## config.mk

```make
export PLATFORM = sky130hd
export DESIGN_NAME = spi_boot_probe
export DESIGN_NICKNAME = d
export VERILOG_FILES = /design/src/rtl/spi_boot_pkg.sv /design/src/rtl/spi_half_timer.sv /design/src/rtl/spi_byte_xfer.sv /design/src/rtl/spi_boot_probe.sv
export SDC_FILE = /design/constraint.sdc
export NUM_CORES = 1
export LEC_CHECK = 0
export ABC_AREA = 1
export BUFFER_PORTS_ARGS = -buffer_cell sky130_fd_sc_hd__buf_4
export CAP_MARGIN = 10
export CORE_MARGIN = 4
export CORE_UTILIZATION = 30
export DETAILED_ROUTE_END_ITERATION = 6
export GPL_TIMING_DRIVEN = 0
export PLACE_DENSITY = 0.56
export SETUP_SLACK_MARGIN = 0.3
export SYNTH_ARGS = -nofsm -noshare
export SYNTH_HDL_FRONTEND = slang
export SYNTH_HIERARCHICAL = 1
export SYNTH_SLANG_ARGS = --single-unit
```

## constraint.sdc

```tcl
create_clock -name clk -period 2.38 [get_ports clk]
set_input_delay 0.119 -clock clk [delete_from_list [all_inputs] [get_ports clk]]
set_output_delay 0.119 -clock clk [all_outputs]
set_load 0.005 [all_outputs]
```

## src/rtl/spi_boot_pkg.sv

```systemverilog
package spi_boot_pkg;

    typedef enum logic [2:0] {
        ST_IDLE,
        ST_CMD,
        ST_ADDR,
        ST_PROBE,
        ST_STREAM,
        ST_HOLD
    } boot_state_t;

    localparam logic [7:0] BLANK_BYTE = 8'hFF;
    localparam logic [7:0] ZERO_BYTE  = 8'h00;

endpackage

```

## src/rtl/spi_half_timer.sv

```systemverilog
module spi_half_timer #(
    parameter int DIV_W = 8
) (
    input  logic             clk,
    input  logic             rst_n,
    input  logic             run,
    input  logic [DIV_W-1:0] div,
    output logic             tick
);
    localparam logic [DIV_W-1:0] ONE = DIV_W'(1);

    logic [DIV_W-1:0] cnt_q;
    logic [DIV_W-1:0] limit;

    // a zero divider behaves as one
    assign limit = (div == '0) ? ONE : div;
    assign tick  = run && (cnt_q == (limit - ONE));

    always_ff @(posedge clk or negedge rst_n) begin
        if (!rst_n) begin
            cnt_q <= '0;
        end else if (!run || tick) begin
            cnt_q <= '0;
        end else begin
            cnt_q <= cnt_q + ONE;
        end
    end
endmodule

```

## src/rtl/spi_byte_xfer.sv

```systemverilog
module spi_byte_xfer #(
    parameter int DIV_W  = 8,
    parameter int BYTE_W = 8
) (
    input  logic              clk,
    input  logic              rst_n,
    input  logic [DIV_W-1:0]  div,
    input  logic              go,
    input  logic [BYTE_W-1:0] tx_byte,
    input  logic              miso,
    output logic              sck,
    output logic              mosi,
    output logic [BYTE_W-1:0] rx_byte,
    output logic              done
);
    localparam int BIT_W = $clog2(BYTE_W);
    localparam logic [BIT_W-1:0] LAST_BIT = BIT_W'(BYTE_W - 1);
    localparam logic [BIT_W-1:0] BIT_ONE  = BIT_W'(1);

    logic              busy_q;
    logic              sck_q;
    logic              done_q;
    logic [BIT_W-1:0]  bit_q;
    logic [BYTE_W-1:0] tx_sr;
    logic [BYTE_W-1:0] rx_sr;
    logic              tick;

    spi_half_timer #(.DIV_W(DIV_W)) u_timer (
        .clk  (clk),
        .rst_n(rst_n),
        .run  (busy_q),
        .div  (div),
        .tick (tick)
    );

    always_ff @(posedge clk or negedge rst_n) begin
        if (!rst_n) begin
            busy_q <= 1'b0;
            sck_q  <= 1'b0;
            done_q <= 1'b0;
            bit_q  <= '0;
            tx_sr  <= '0;
            rx_sr  <= '0;
        end else begin
            done_q <= 1'b0;
            if (go && !busy_q) begin
                busy_q <= 1'b1;
                tx_sr  <= tx_byte;
                bit_q  <= '0;
                sck_q  <= 1'b0;
            end else if (tick) begin
                if (!sck_q) begin
                    // rising edge: capture MISO
                    sck_q <= 1'b1;
                    rx_sr <= {rx_sr[BYTE_W-2:0], miso};
                end else begin
                    // falling edge: advance MOSI or finish
                    sck_q <= 1'b0;
                    if (bit_q == LAST_BIT) begin
                        busy_q <= 1'b0;
                        done_q <= 1'b1;
                    end else begin
                        bit_q <= bit_q + BIT_ONE;
                        tx_sr <= {tx_sr[BYTE_W-2:0], 1'b0};
                    end
                end
            end
        end
    end

    assign sck     = sck_q;
    assign mosi    = busy_q & tx_sr[BYTE_W-1];
    assign rx_byte = rx_sr;
    assign done    = done_q;
endmodule

```

## src/rtl/spi_boot_probe.sv

```systemverilog
module spi_boot_probe
    import spi_boot_pkg::*;
#(
    parameter int               DIV_W          = 8,
    parameter logic [DIV_W-1:0] DEFAULT_DIV    = DIV_W'(8'h85),
    parameter logic [7:0]       READ_OPCODE    = 8'h03,
    parameter int               MAX_ADDR_BYTES = 4,
    parameter int               LEN_W          = 16,
    localparam int              CODE_W         = (MAX_ADDR_BYTES > 1) ? $clog2(MAX_ADDR_BYTES) : 1
) (
    input  logic              clk,
    input  logic              rst_n,
    input  logic              start,
    input  logic [LEN_W-1:0]  len_in,
    input  logic              div_load,
    input  logic [DIV_W-1:0]  div_in,
    output logic              spi_sck,
    output logic              spi_mosi,
    input  logic              spi_miso,
    output logic              spi_cs_n,
    output logic [7:0]        out_data,
    output logic              out_valid,
    input  logic              out_ready,
    output logic [CODE_W-1:0] width_code,
    output logic              done,
    output logic              error
);
    localparam int NADDR_W = $clog2(MAX_ADDR_BYTES + 1);
    localparam logic [NADDR_W-1:0] NADDR_ONE = NADDR_W'(1);
    localparam logic [NADDR_W-1:0] NADDR_MAX = NADDR_W'(MAX_ADDR_BYTES);
    localparam logic [LEN_W-1:0]   LEN_ONE   = LEN_W'(1);

    boot_state_t state_q, state_d;

    logic [DIV_W-1:0]   div_q;
    logic [LEN_W-1:0]   len_q;
    logic [LEN_W-1:0]   sent_q;
    logic [NADDR_W-1:0] naddr_q;
    logic [CODE_W-1:0]  code_q;
    logic [7:0]         data_q;
    logic [7:0]         tx_q;
    logic               go_q;
    logic               done_q;
    logic               err_q;

    logic [7:0] rx_byte;
    logic       xfer_done;
    logic       probe_hit;
    logic       last_byte;

    spi_byte_xfer #(.DIV_W(DIV_W), .BYTE_W(8)) u_xfer (
        .clk    (clk),
        .rst_n  (rst_n),
        .div    (div_q),
        .go     (go_q),
        .tx_byte(tx_q),
        .miso   (spi_miso),
        .sck    (spi_sck),
        .mosi   (spi_mosi),
        .rx_byte(rx_byte),
        .done   (xfer_done)
    );

    assign probe_hit = (rx_byte != BLANK_BYTE);
    assign last_byte = ((sent_q + LEN_ONE) == len_q);

    // state register
    always_ff @(posedge clk or negedge rst_n) begin
        if (!rst_n) state_q <= ST_IDLE;
        else        state_q <= state_d;
    end

    // next-state logic
    always_comb begin
        state_d = state_q;
        unique case (state_q)
            ST_IDLE:   if (start) state_d = ST_CMD;
            ST_CMD:    if (xfer_done) state_d = ST_ADDR;
            ST_ADDR:   if (xfer_done) state_d = ST_PROBE;
            ST_PROBE: begin
                if (xfer_done) begin
                    if (probe_hit)                 state_d = ST_HOLD;
                    else if (naddr_q == NADDR_MAX) state_d = ST_IDLE;
                    else                           state_d = ST_ADDR;
                end
            end
            ST_STREAM: if (xfer_done) state_d = ST_HOLD;
            ST_HOLD: begin
                if (out_ready) state_d = last_byte ? ST_IDLE : ST_STREAM;
            end
            default:   state_d = ST_IDLE;
        endcase
    end

    // datapath registers updated on transitions
    always_ff @(posedge clk or negedge rst_n) begin
        if (!rst_n) begin
            div_q   <= DEFAULT_DIV;
            len_q   <= '0;
            sent_q  <= '0;
            naddr_q <= '0;
            code_q  <= '0;
            data_q  <= '0;
            tx_q    <= '0;
            go_q    <= 1'b0;
            done_q  <= 1'b0;
            err_q   <= 1'b0;
        end else begin
            go_q <= 1'b0;
            unique case (state_q)
                ST_IDLE: begin
                    if (div_load) div_q <= div_in;
                    if (start) begin
                        len_q   <= (len_in == '0) ? LEN_ONE : len_in;
                        sent_q  <= '0;
                        naddr_q <= '0;
                        code_q  <= '0;
                        done_q  <= 1'b0;
                        err_q   <= 1'b0;
                        tx_q    <= READ_OPCODE;
                        go_q    <= 1'b1;
                    end
                end
                ST_CMD: begin
                    if (xfer_done) begin
                        naddr_q <= NADDR_ONE;
                        tx_q    <= ZERO_BYTE;
                        go_q    <= 1'b1;
                    end
                end
                ST_ADDR: begin
                    if (xfer_done) begin
                        tx_q <= ZERO_BYTE;
                        go_q <= 1'b1;
                    end
                end
                ST_PROBE: begin
                    if (xfer_done) begin
                        if (probe_hit) begin
                            data_q <= rx_byte;
                            code_q <= CODE_W'(naddr_q - NADDR_ONE);
                        end else if (naddr_q == NADDR_MAX) begin
                            err_q <= 1'b1;
                        end else begin
                            naddr_q <= naddr_q + NADDR_ONE;
                            tx_q    <= ZERO_BYTE;
                            go_q    <= 1'b1;
                        end
                    end
                end
                ST_STREAM: begin
                    if (xfer_done) data_q <= rx_byte;
                end
                ST_HOLD: begin
                    if (out_ready) begin
                        sent_q <= sent_q + LEN_ONE;
                        if (last_byte) begin
                            done_q <= 1'b1;
                        end else begin
                            tx_q <= ZERO_BYTE;
                            go_q <= 1'b1;
                        end
                    end
                end
                default: ;
            endcase
        end
    end

    // outputs
    always_comb begin
        spi_cs_n   = (state_q == ST_IDLE);
        out_valid  = (state_q == ST_HOLD);
        out_data   = data_q;
        width_code = code_q;
        done       = done_q;
        error      = err_q;
    end
endmodule

```

==> results.sh, run 1 <==
export IMPL_status="finished with violations"
export IMPL_violations="setup timing"
export IMPL_power_switching_uw=2350
export IMPL_fillCellCount=1662
export IMPL_grt_usage_pct=13.6
export IMPL_setup_slack_ns=-0.100
export IMPL_ir_worst_vdd_mv=0.383
export IMPL_synthTopCellsByArea="dfrtp_1 (43%), nand2_1 (17%), nand3_1 (5.8%)"
export IMPL_grt_pass1_wl_mm=20.2
export IMPL_syn2layout_area_growth_pct=32.3
export IMPL_r2r_cells=20
export IMPL_insertedDiodeCount=0
export IMPL_synth_top_area_share_pct=43.2
export IMPL_critPathLaunchType="register"
export IMPL_finalHoldViolCount=0
export IMPL_grt_antenna_before_repair=0
export IMPL_synth_distinct_cells=44
export IMPL_clock_sinks=90
export IMPL_syn_cell_area_um2=5040
export IMPL_layout_commonest_cell="nand2_1"
export IMPL_die_w_um=138
export IMPL_hpwlAfterDp_mm=8.50
export IMPL_grt_pass1_vias=4232
export IMPL_drt_iter0_markers=172
export IMPL_core_region_area_um2=16500
export IMPL_finalWeightedCongestion=0.840
export IMPL_setup_viol=20
export IMPL_postSynthCellCount=656
export IMPL_nets=806
export IMPL_drc=0
export IMPL_port_buffers=45
export IMPL_end_kind="register"
export IMPL_placed_cell_area_um2=5720
export IMPL_synth_enable_flop_cells=0
export IMPL_period_share_pct=104
export IMPL_yosys_warnings=6
export IMPL_drv_slew=0
export IMPL_rows=47
export IMPL_p_leak_uw=0.00321
export IMPL_min_period_ns=2.48
export IMPL_synth_flop_cell="dfrtp_1"
export IMPL_seqPwrFrac_pct=36.7
export IMPL_vias_per_cell=4.49
export IMPL_layout_common_cells="nand2_1 (204), dfrtp_1 (83), inv_1 (74), buf_4 (70), nand3_1 (56)"
export IMPL_power_density_nw_per_um2=948
export IMPL_worstPathArrival_ns=2.72
export IMPL_cts_tree="yes"
export IMPL_cts_max_level=3
export IMPL_totalWireLength_mm=12.2
export IMPL_drv_cap=0
export IMPL_drive_above_1_share_pct=23.5
export IMPL_dp_cells=926
export IMPL_p_sw_share_pct=37.1
export IMPL_grt_max_degree=91
export IMPL_overflow=0
export IMPL_fin_skew_ns=0.00579
export IMPL_avgSynthCellArea_um2=7.69
export IMPL_wl_per_cell_um=12.3
export IMPL_critPathKind="reg2reg"
export IMPL_whs_path_depth=3
export IMPL_design_die_area_um2=19000
export IMPL_die_height_um=138
export IMPL_slew_limit_headroom_pct=60.7
export IMPL_hold_slack_ns=0.0124
export IMPL_final_area_um2=6670
export IMPL_ys_seq_elements=90
export IMPL_pwr_share_clk_pct=24.7
export IMPL_finalNonFillerCells=994
export IMPL_crit_required_ns=2.62
export IMPL_start_util_pct=30.5
export IMPL_p_int_uw=3980
export IMPL_clock_path_buffers=2
export IMPL_async_flop_share_pct=100
export IMPL_clk_latency_ns=0.35
export IMPL_combPwrFrac_pct=38.6
export IMPL_drtPass1Iterations=4
export IMPL_yosysTopAreaCell="dfrtp_1"
export IMPL_rsz0062_at_grt="yes"
export IMPL_fin_tns_setup_ns=-1.58
export IMPL_min_path_type="in2reg"
export IMPL_path_clk_slew_ns=0.07
export IMPL_vias=4465
export IMPL_tightest_slew_ns=0.589
export IMPL_cts_made_buffers=9
export IMPL_detail_route_antenna_nets=0
export IMPL_boundaryPins=46
export IMPL_ys_seq_area_share_pct=44.7
export IMPL_worstPathMaxFanout=5
export IMPL_cts_root_buf="clkbuf_16"
export IMPL_clock_fmax_mhz=403
-- kinds of logic (layout without fill, tap and decap cells) --
group           Yosys count  count (layout)  share of synthesized area [%]
compound gates           63              64                           7.37
xor+xnor                 13              13                           2.53
fa+ha+maj                 7               7                           1.74
buf+inv                  91             203                           7.64
flops                    90              90                           44.7
mux                       8               8                           1.79
other cells               1               6                         0.0743
simple gates            383             383                           34.2
-- layout make-up --
class	instances	area [µm²]	area share [%]
multi-input combinational	481	2600	39.0
clock inverter	7	100	1.50
sequential	90	2260	33.9
clock buffer	9	225	3.37
buffer	10	73.8	1.11
timing repair buffer	96	821	12.3
tap	220	275	4.12
inverter	81	318	4.76
-- critical path, cell delays in order (launching register included) --
cell and delay [ns]:
dfrtp_1 0.40, nor2_2 0.15, nand2_2 0.07, o21ai_2 0.18
inv_2 0.07, ha_4 0.17, inv_2 0.06, nand2_2 0.05
nand2_1 0.05, nand2_1 0.04, a21oi_1 0.12, nand2_1 0.09
nor2_2 0.09, nand3_2 0.12, nor2_4 0.20, nand2_4 0.11
nand2_4 0.10, nand2_4 0.06, buf_6 0.14, nand2_1 0.05
nand2_1 0.04
-- what timing repair did --
action,in CTS,in global routing
pin swaps,21,23
hold buffers,19,2
endpoints found under the setup margin,36,58
cloned,2,0
gates resized for setup,15,30
buffers inserted,18,10
hold endpoints to repair,19,30
-- metrics by stage --
stage          util (%)  power, µW  setup WS (ns)
2_1_floorplan         -       3910         0.0496
3_3_place_gp       34.6       4480         -0.303
3_5_place_dp       34.6       4510         -0.307
4_1_cts            39.0       6320        -0.0738
5_1_grt            40.4       6850         -0.305
6_report           40.4       6320         -0.100
-- routing by layer --
metal  share of wire, %  wire length (µm)  track usage [%]  vias to the layer above
met1                 47              5680             17.5                     2028
met2                 48              5830             22.5                       81
met3                3.7               448             2.99                       16
li1                   -                 -                -                     2340
met4                1.9               229             4.82                        0
met5                  0                 0                0                        -
-- synth_stat cells (7+ instances only) --
cell,count
dfrtp_1,87
ha_1,7
inv_1,76
mux2_2,8
nand2_1,224
nand2_2,7
nand3_1,58
nand4_1,14
nor2_1,46
nor2_2,9
o21ai_0,30
o21ai_1,8
o22ai_1,14
-- sequential cells by signal (all words and copies together) (netlist names), 8 cells and up --
name,cells
div_q,8
len_q,16
out_data,8
sent_q,16
u_xfer/rx_byte,8
u_xfer/tx_sr,8
u_xfer/u_timer/cnt_q,8
-- power by group through the flow --
stage | Sequential [µW] | Combinational (µW) | Clock, µW
2_1_floorplan | 2240 | 1680 | 0
3_3_place_gp | 2330 | 2150 | 0
3_5_place_dp | 2340 | 2170 | 0
4_1_cts | 2300 | 2400 | 1610
5_1_grt | 2380 | 2770 | 1690
6_report | 2320 | 2440 | 1570
-- worst paths after layout --
| path | from | to | slack, ns |
|---|---|---|---|
| worst max-delay path | div_q[5] | u_xfer/bit_q[2] | -0.10 |
| worst min-delay path | len_in[9] | len_q[9] | 0.01 |
| worst max register to register | div_q[5] | u_xfer/bit_q[2] | -0.10 |
| worst min register to register | done | done | 0.48 |
| max in group asynchronous | rst_n | sent_q[0] | 1.45 |
| min in group asynchronous | rst_n | out_data[5] | 0.25 |
Power figures use the tool's default switching activity.
==> inputs of run 2 (changes only) <==
- MAX_ROUTING_LAYER: not set -> met4
==> run 2 against run 1 <==
The flow still finishes with violations (setup timing). Cell area unchanged. First-iteration DRC count increased by 19%. Critical endpoint unchanged. Sequential power about the same. Combinational power about the same. Critical path depth unchanged. Highest routed layer unchanged.
==> results.sh, run 2 (synthesis gave the netlist of run 1 again) <==
export IMPL_rows=47
export IMPL_design_die_area_um2=19000
export IMPL_port_buffers=45
export IMPL_worstPathArrival_ns=2.72
export IMPL_cpPeakStageDelay_ns=0.41
export IMPL_insertedDiodeCount=0
export IMPL_grt_pass1_wl_mm=20.3
export IMPL_wl_per_cell_um=12.3
export IMPL_layout_common_cells="nand2_1 (204), dfrtp_1 (83), inv_1 (74), buf_4 (70), nand3_1 (56)"
export IMPL_period_share_pct=105
export IMPL_clk_latency_ns=0.34
export IMPL_drv_cap=0
export IMPL_cts_made_buffers=9
export IMPL_drtPass1Iterations=4
export IMPL_detail_route_antenna_nets=0
export IMPL_vias=4480
export IMPL_nets=806
export IMPL_core_region_area_um2=16500
export IMPL_highest_layer="met4"
export IMPL_routed_wl_met2_mm=5.87
export IMPL_finalWeightedCongestion=0.853
export IMPL_hold_slack_ns=0.0155
export IMPL_p_leak_uw=0.00321
export IMPL_crit_required_ns=2.62
export IMPL_crit_chain="nor2_2 > nand2_2 > o21ai_2 > inv_2 > ha_4 > inv_2 > nand2_2 > nand2_1 > nand2_1 > a21oi_1 > nand2_1 > nor2_2 > nand3_2 > nor2_4 > nand2_4 > nand2_4 > nand2_4 > buf_6 > nand2_1 > nand2_1"
export IMPL_start_util_pct=30.5
export IMPL_clock_sinks=90
export IMPL_overflow=0
export IMPL_critPathKind="reg2reg"
export IMPL_dr_wl_met3_um=406
export IMPL_cts_tree="yes"
export IMPL_setup_viol=20
export IMPL_hpwlAfterDp_mm=8.50
export IMPL_critPathSlowestCell="dfrtp_1"
export IMPL_vias_per_cell=4.51
export IMPL_die_w_um=138
export IMPL_status="finished with violations"
export IMPL_finalHoldViolCount=0
export IMPL_min_period_ns=2.49
export IMPL_grt_pass1_vias=4234
export IMPL_end_kind="register"
export IMPL_worstPathMaxFanout=5
export IMPL_hold_start="len_in[9]"
export IMPL_crit_buf_inv=3
export IMPL_clock_path_buffers=2
export IMPL_clock_fmax_mhz=402
export IMPL_grt_max_degree=91
export IMPL_r2r_start="div_q[5]"
export IMPL_tightest_slew_ns=0.580
export IMPL_min_path_type="in2reg"
export IMPL_boundaryPins=46
export IMPL_reg_largest_list="len_q (16), sent_q (16)"
export IMPL_setup_slack_ns=-0.107
export IMPL_drt_iter0_markers=205
export IMPL_rsz0062_at_grt="yes"
export IMPL_crit_family="simple AND/OR/NAND/NOR gates"
export IMPL_cts_max_level=3
export IMPL_drv_slew=0
export IMPL_violations="setup timing"
export IMPL_slew_limit_headroom_pct=61.4
export IMPL_worstSetupStartpoint="div_q[5]"
export IMPL_fin_skew_ns=0.00666
export IMPL_path_clk_slew_ns=0.07
export IMPL_drc=0
export IMPL_wl_met1_mm=5.71
export IMPL_grt_antenna_before_repair=0
export IMPL_cts_root_buf="clkbuf_16"
export IMPL_layout_commonest_cell="nand2_1"
export IMPL_die_height_um=138
export IMPL_critPathLaunchType="register"
export IMPL_power_density_nw_per_um2=947
export IMPL_crit_top_cell="nand2_1"
export IMPL_placed_cell_area_um2=5720
export IMPL_ir_worst_vdd_mv=0.383
export IMPL_drive_above_1_share_pct=23.5
export IMPL_syn2layout_area_growth_pct=32.3
export IMPL_fillCellCount=1662
export IMPL_final_area_um2=6670
export IMPL_totalWireLength_mm=12.2
export IMPL_grt_usage_pct=14.0
run 2: timing repair:
| action | 4_1_cts | 5_1_grt |
|---|---|---|
| pin swaps | 21 | 23 |
| buffers inserted | 18 | 10 |
| gates resized for setup | 15 | 30 |
| hold buffers | 19 | 2 |
| endpoints found under the hold margin | 19 | 21 |
| endpoints found under the setup margin | 36 | 58 |
| gates cloned | 2 | 0 |
run 2: per-layer routing:
layer / vias up / global-route usage [%]
met3: 13 / 2.89
li1: 2348 / -
met4: 0 / 4.82
met5: - / -
met1: 2044 / 17.6
met2: 75 / 22.4
run 2: final cells by class:
| class | count | area, µm² | share of cell area (%) |
|---|---|---|---|
| Multi-Input combinational cell | 481 | 2600 | 39.0 |
| Clock inverter | 7 | 100 | 1.50 |
| Sequential cell | 90 | 2260 | 33.9 |
| Buffer | 10 | 73.8 | 1.11 |
| Tap cell | 220 | 275 | 4.12 |
| Clock buffer | 9 | 225 | 3.37 |
| Timing Repair Buffer | 96 | 821 | 12.3 |
| Inverter | 81 | 318 | 4.76 |
run 2: where the power goes:
group | switching (µW) | internal (µW)
Combinational | 1350 | 1090
Clock | 632 | 930
Sequential | 360 | 1960
run 2: worst reg2reg max path, cell delays in order (launching register included):
cell,delay [ns]
dfrtp_1,0.41
nor2_2,0.15
nand2_2,0.07
o21ai_2,0.18
inv_2,0.08
ha_4,0.17
inv_2,0.06
nand2_2,0.05
nand2_1,0.05
nand2_1,0.04
a21oi_1,0.12
nand2_1,0.09
nor2_2,0.09
nand3_2,0.12
nor2_4,0.20
nand2_4,0.11
nand2_4,0.10
nand2_4,0.06
buf_6,0.14
nand2_1,0.05
nand2_1,0.04
run 2: worst paths after layout:
| path | endpoint | slack [ns] | cells past startpoint |
|---|---|---|---|
| max | u_xfer/bit_q[2] | -0.11 | 20 |
| max reg2reg | u_xfer/bit_q[2] | -0.11 | 20 |
| max in group asynchronous | div_q[7] | 1.49 | 3 |
| min reg2reg | done | 0.48 | 2 |
| min | len_q[9] | 0.02 | 3 |
| min in group asynchronous | out_data[5] | 0.20 | 2 |
run 2: through the flow:
| stage | cells | setup TNS [ns] | util, % | power, µW | setup slack, ns |
|---|---|---|---|---|---|
| CTS | 981 | -0.772 | 39.0 | 6320 | -0.0738 |
| global placement | 926 | -5.25 | 34.6 | 4480 | -0.303 |
| finish | 994 | -1.67 | 40.4 | 6320 | -0.107 |
| global route | 994 | -5.53 | 40.4 | 6850 | -0.306 |
| floorplan | 661 | 0 | - | 3910 | 0.0496 |
| detailed placement | 926 | -5.23 | 34.6 | 4510 | -0.307 |
==> inputs of run 3 (changes only) <==
- CORE_UTILIZATION: 30 -> 45
- PLACE_DENSITY: 0.56 -> 0.74
==> run 3 against run 2 <==
The run still ends with setup timing left. Clock power is 23% lower. Sequential cell count stayed put. Sequential power hardly changed. Clock skew is 0.0014 ns higher. Sequential share of layout area is 0.98 points higher. Core utilization is 19 points higher. Worst hold slack better by 0.032 ns. Largest cell class unchanged. Largest power group unchanged.
==> results.sh, run 3 (synthesis gave the netlist of run 1 again) <==
export IMPL_dp_cells=846
export IMPL_drt_iter0_markers=261
export IMPL_die_height_um=114
export IMPL_drv_slew=0
export IMPL_drc=0
export IMPL_setup_viol=19
export IMPL_cts_root_buf="clkbuf_8"
export IMPL_vias=4646
export IMPL_wl_per_cell_um=13.2
export IMPL_detail_route_antenna_nets=0
export IMPL_slew_limit_headroom_pct=64.3
export IMPL_cts_tree="yes"
export IMPL_clock_fmax_mhz=400
export IMPL_combPwrFrac_pct=42.2
export IMPL_min_path_type="in2reg"
export IMPL_power_density_nw_per_um2=942
export IMPL_r2r_setup_slack_ns=-0.12
export IMPL_syn2layout_area_growth_pct=28.4
export IMPL_grt_max_degree=91
export IMPL_seqPwrFrac_pct=38.1
export IMPL_r2r_start="div_q[4]"
export IMPL_path_clk_slew_ns=0.09
export IMPL_start_util_pct=46.3
export IMPL_insertedDiodeCount=0
export IMPL_overflow=0
export IMPL_nets=805
export IMPL_grt_pass1_wl_mm=20.2
export IMPL_cts_made_buffers=9
export IMPL_r2r_cells=19
export IMPL_rr_endpoint="u_xfer/tx_sr[7]"
export IMPL_end_kind="register"
export IMPL_finalWeightedCongestion=0.875
export IMPL_cts_max_level=3
export IMPL_finalHoldViolCount=0
export IMPL_violations="setup timing"
export IMPL_fillCellCount=946
export IMPL_drv_cap=0
export IMPL_status="finished with violations"
export IMPL_ir_worst_vdd_mv=0.569
export IMPL_vias_per_cell=5.09
export IMPL_hold_start="len_in[14]"
export IMPL_drive_above_1_share_pct=23.2
export IMPL_core_region_area_um2=10900
export IMPL_tightest_slew_ns=0.536
export IMPL_port_buffers=45
export IMPL_clock_sinks=90
export IMPL_drtPass1Iterations=4
export IMPL_fin_skew_ns=0.00807
export IMPL_worstPathArrival_ns=2.77
export IMPL_rsz0062_at_grt="yes"
export IMPL_layout_common_cells="nand2_1 (202), dfrtp_1 (85), inv_1 (74), buf_4 (67), nand3_1 (56)"
export IMPL_critPathKind="reg2reg"
export IMPL_post_place_ws_ns=-0.262
export IMPL_layout_commonest_cell="nand2_1"
export IMPL_power_switching_uw=2350
export IMPL_reg_largest_list="len_q (16), sent_q (16)"
export IMPL_grt_pass1_vias=4519
export IMPL_hold_slack_ns=0.0471
export IMPL_critPathLaunchType="register"
export IMPL_clock_path_buffers=2
export IMPL_hpwlAfterDp_mm=8.24
export IMPL_min_to="len_q[14]"
export IMPL_whs_path_depth=3
export IMPL_die_w_um=114
export IMPL_design_die_area_um2=13000
export IMPL_rows=38
export IMPL_p_sw_share_pct=38.5
export IMPL_pwr_share_clk_pct=19.7
export IMPL_worstPathMaxFanout=5
export IMPL_grt_antenna_before_repair=0
export IMPL_p_int_uw=3760
export IMPL_finalNonFillerCells=913
export IMPL_p_leak_uw=0.00316
export IMPL_totalWireLength_mm=12.1
export IMPL_period_share_pct=105
export IMPL_final_area_um2=6480
export IMPL_fin_tns_setup_ns=-1.70
export IMPL_boundaryPins=46
export IMPL_placed_cell_area_um2=5620
export IMPL_grt_usage_pct=19.7
export IMPL_setup_slack_ns=-0.122
export IMPL_min_period_ns=2.50
export IMPL_crit_required_ns=2.64
export IMPL_clk_latency_ns=0.36
==> run 3: how the worst max path moves through the flow <==
stage	startpoint	endpoint	slack [ns]	cells after the start
floorplan	div_q[3]	u_xfer/rx_byte[1]	0.05	19
global placement	div_q[3]	u_xfer/rx_byte[7]	-0.23	19
detailed placement	div_q[3]	u_xfer/rx_byte[5]	-0.26	19
CTS	div_q[5]	u_xfer/tx_sr[0]	-0.07	20
global route	div_q[4]	u_xfer/tx_sr[3]	-0.24	20
finish	div_q[4]	u_xfer/tx_sr[7]	-0.12	19
==> run 3: through the flow <==
step | power, µW | utilization [%]
2_1_floorplan | 3910 | -
4_1_cts | 5910 | 57.3
5_1_grt | 6560 | 59.5
3_5_place_dp | 4490 | 51.7
6_report | 6110 | 59.5
3_3_place_gp | 4400 | 51.7
==> run 3: critical path, cell delays in order (launching register included) <==
cell     delay, ns
dfrtp_1       0.41
nor2_2        0.15
nand2_2       0.08
buf_4         0.13
buf_4         0.12
buf_4         0.12
buf_4         0.14
inv_2         0.05
nand2_2       0.08
nand3_1       0.11
nand3_2       0.09
nor2_2        0.13
nand3_2       0.12
nor2_4        0.18
nand2_4       0.11
nand2_4       0.09
nand2_4       0.06
buf_6         0.14
nand2_2       0.06
nand2_2       0.05
==> run 3: timing repair <==
item	in CTS	in global routing
buffers inserted	13	11
hold endpoints to repair	23	24
gates cloned	2	0
hold buffers	23	1
pin swaps	18	22
endpoints found under the setup margin	30	63
gates resized for setup	12	36
==> run 3: area by class of cell <==
| cell class | count | area (µm²) | share of cell area (%) |
|---|---|---|---|
| multi-input combinational | 481 | 2610 | 40.3 |
| sequential | 90 | 2260 | 34.9 |
| timing repair buffer | 95 | 808 | 12.5 |
| inverter | 81 | 320 | 4.94 |
| tap | 140 | 175 | 2.70 |
| clock buffer | 11 | 151 | 2.34 |
| clock inverter | 5 | 82.6 | 1.27 |
| buffer | 10 | 71.3 | 1.10 |
==> run 3: power groups by stage <==
stage | combinational, µW | clock, µW | sequential [µW]
floorplan | 1680 | 0 | 2240
global placement | 2070 | 0 | 2330
detailed placement | 2140 | 0 | 2350
CTS | 2360 | 1240 | 2300
global route | 2890 | 1300 | 2380
finish | 2580 | 1200 | 2330
==> run 3: layer usage <==
metal  share of wire (%)  vias up  global-route usage, %
met2                  49      122                   32.2
met1                  44     2160                   24.3
met4                 2.5        0                   7.60
li1                    -     2337                      -
met3                 4.1       27                   3.82
met5                   0        -                      -
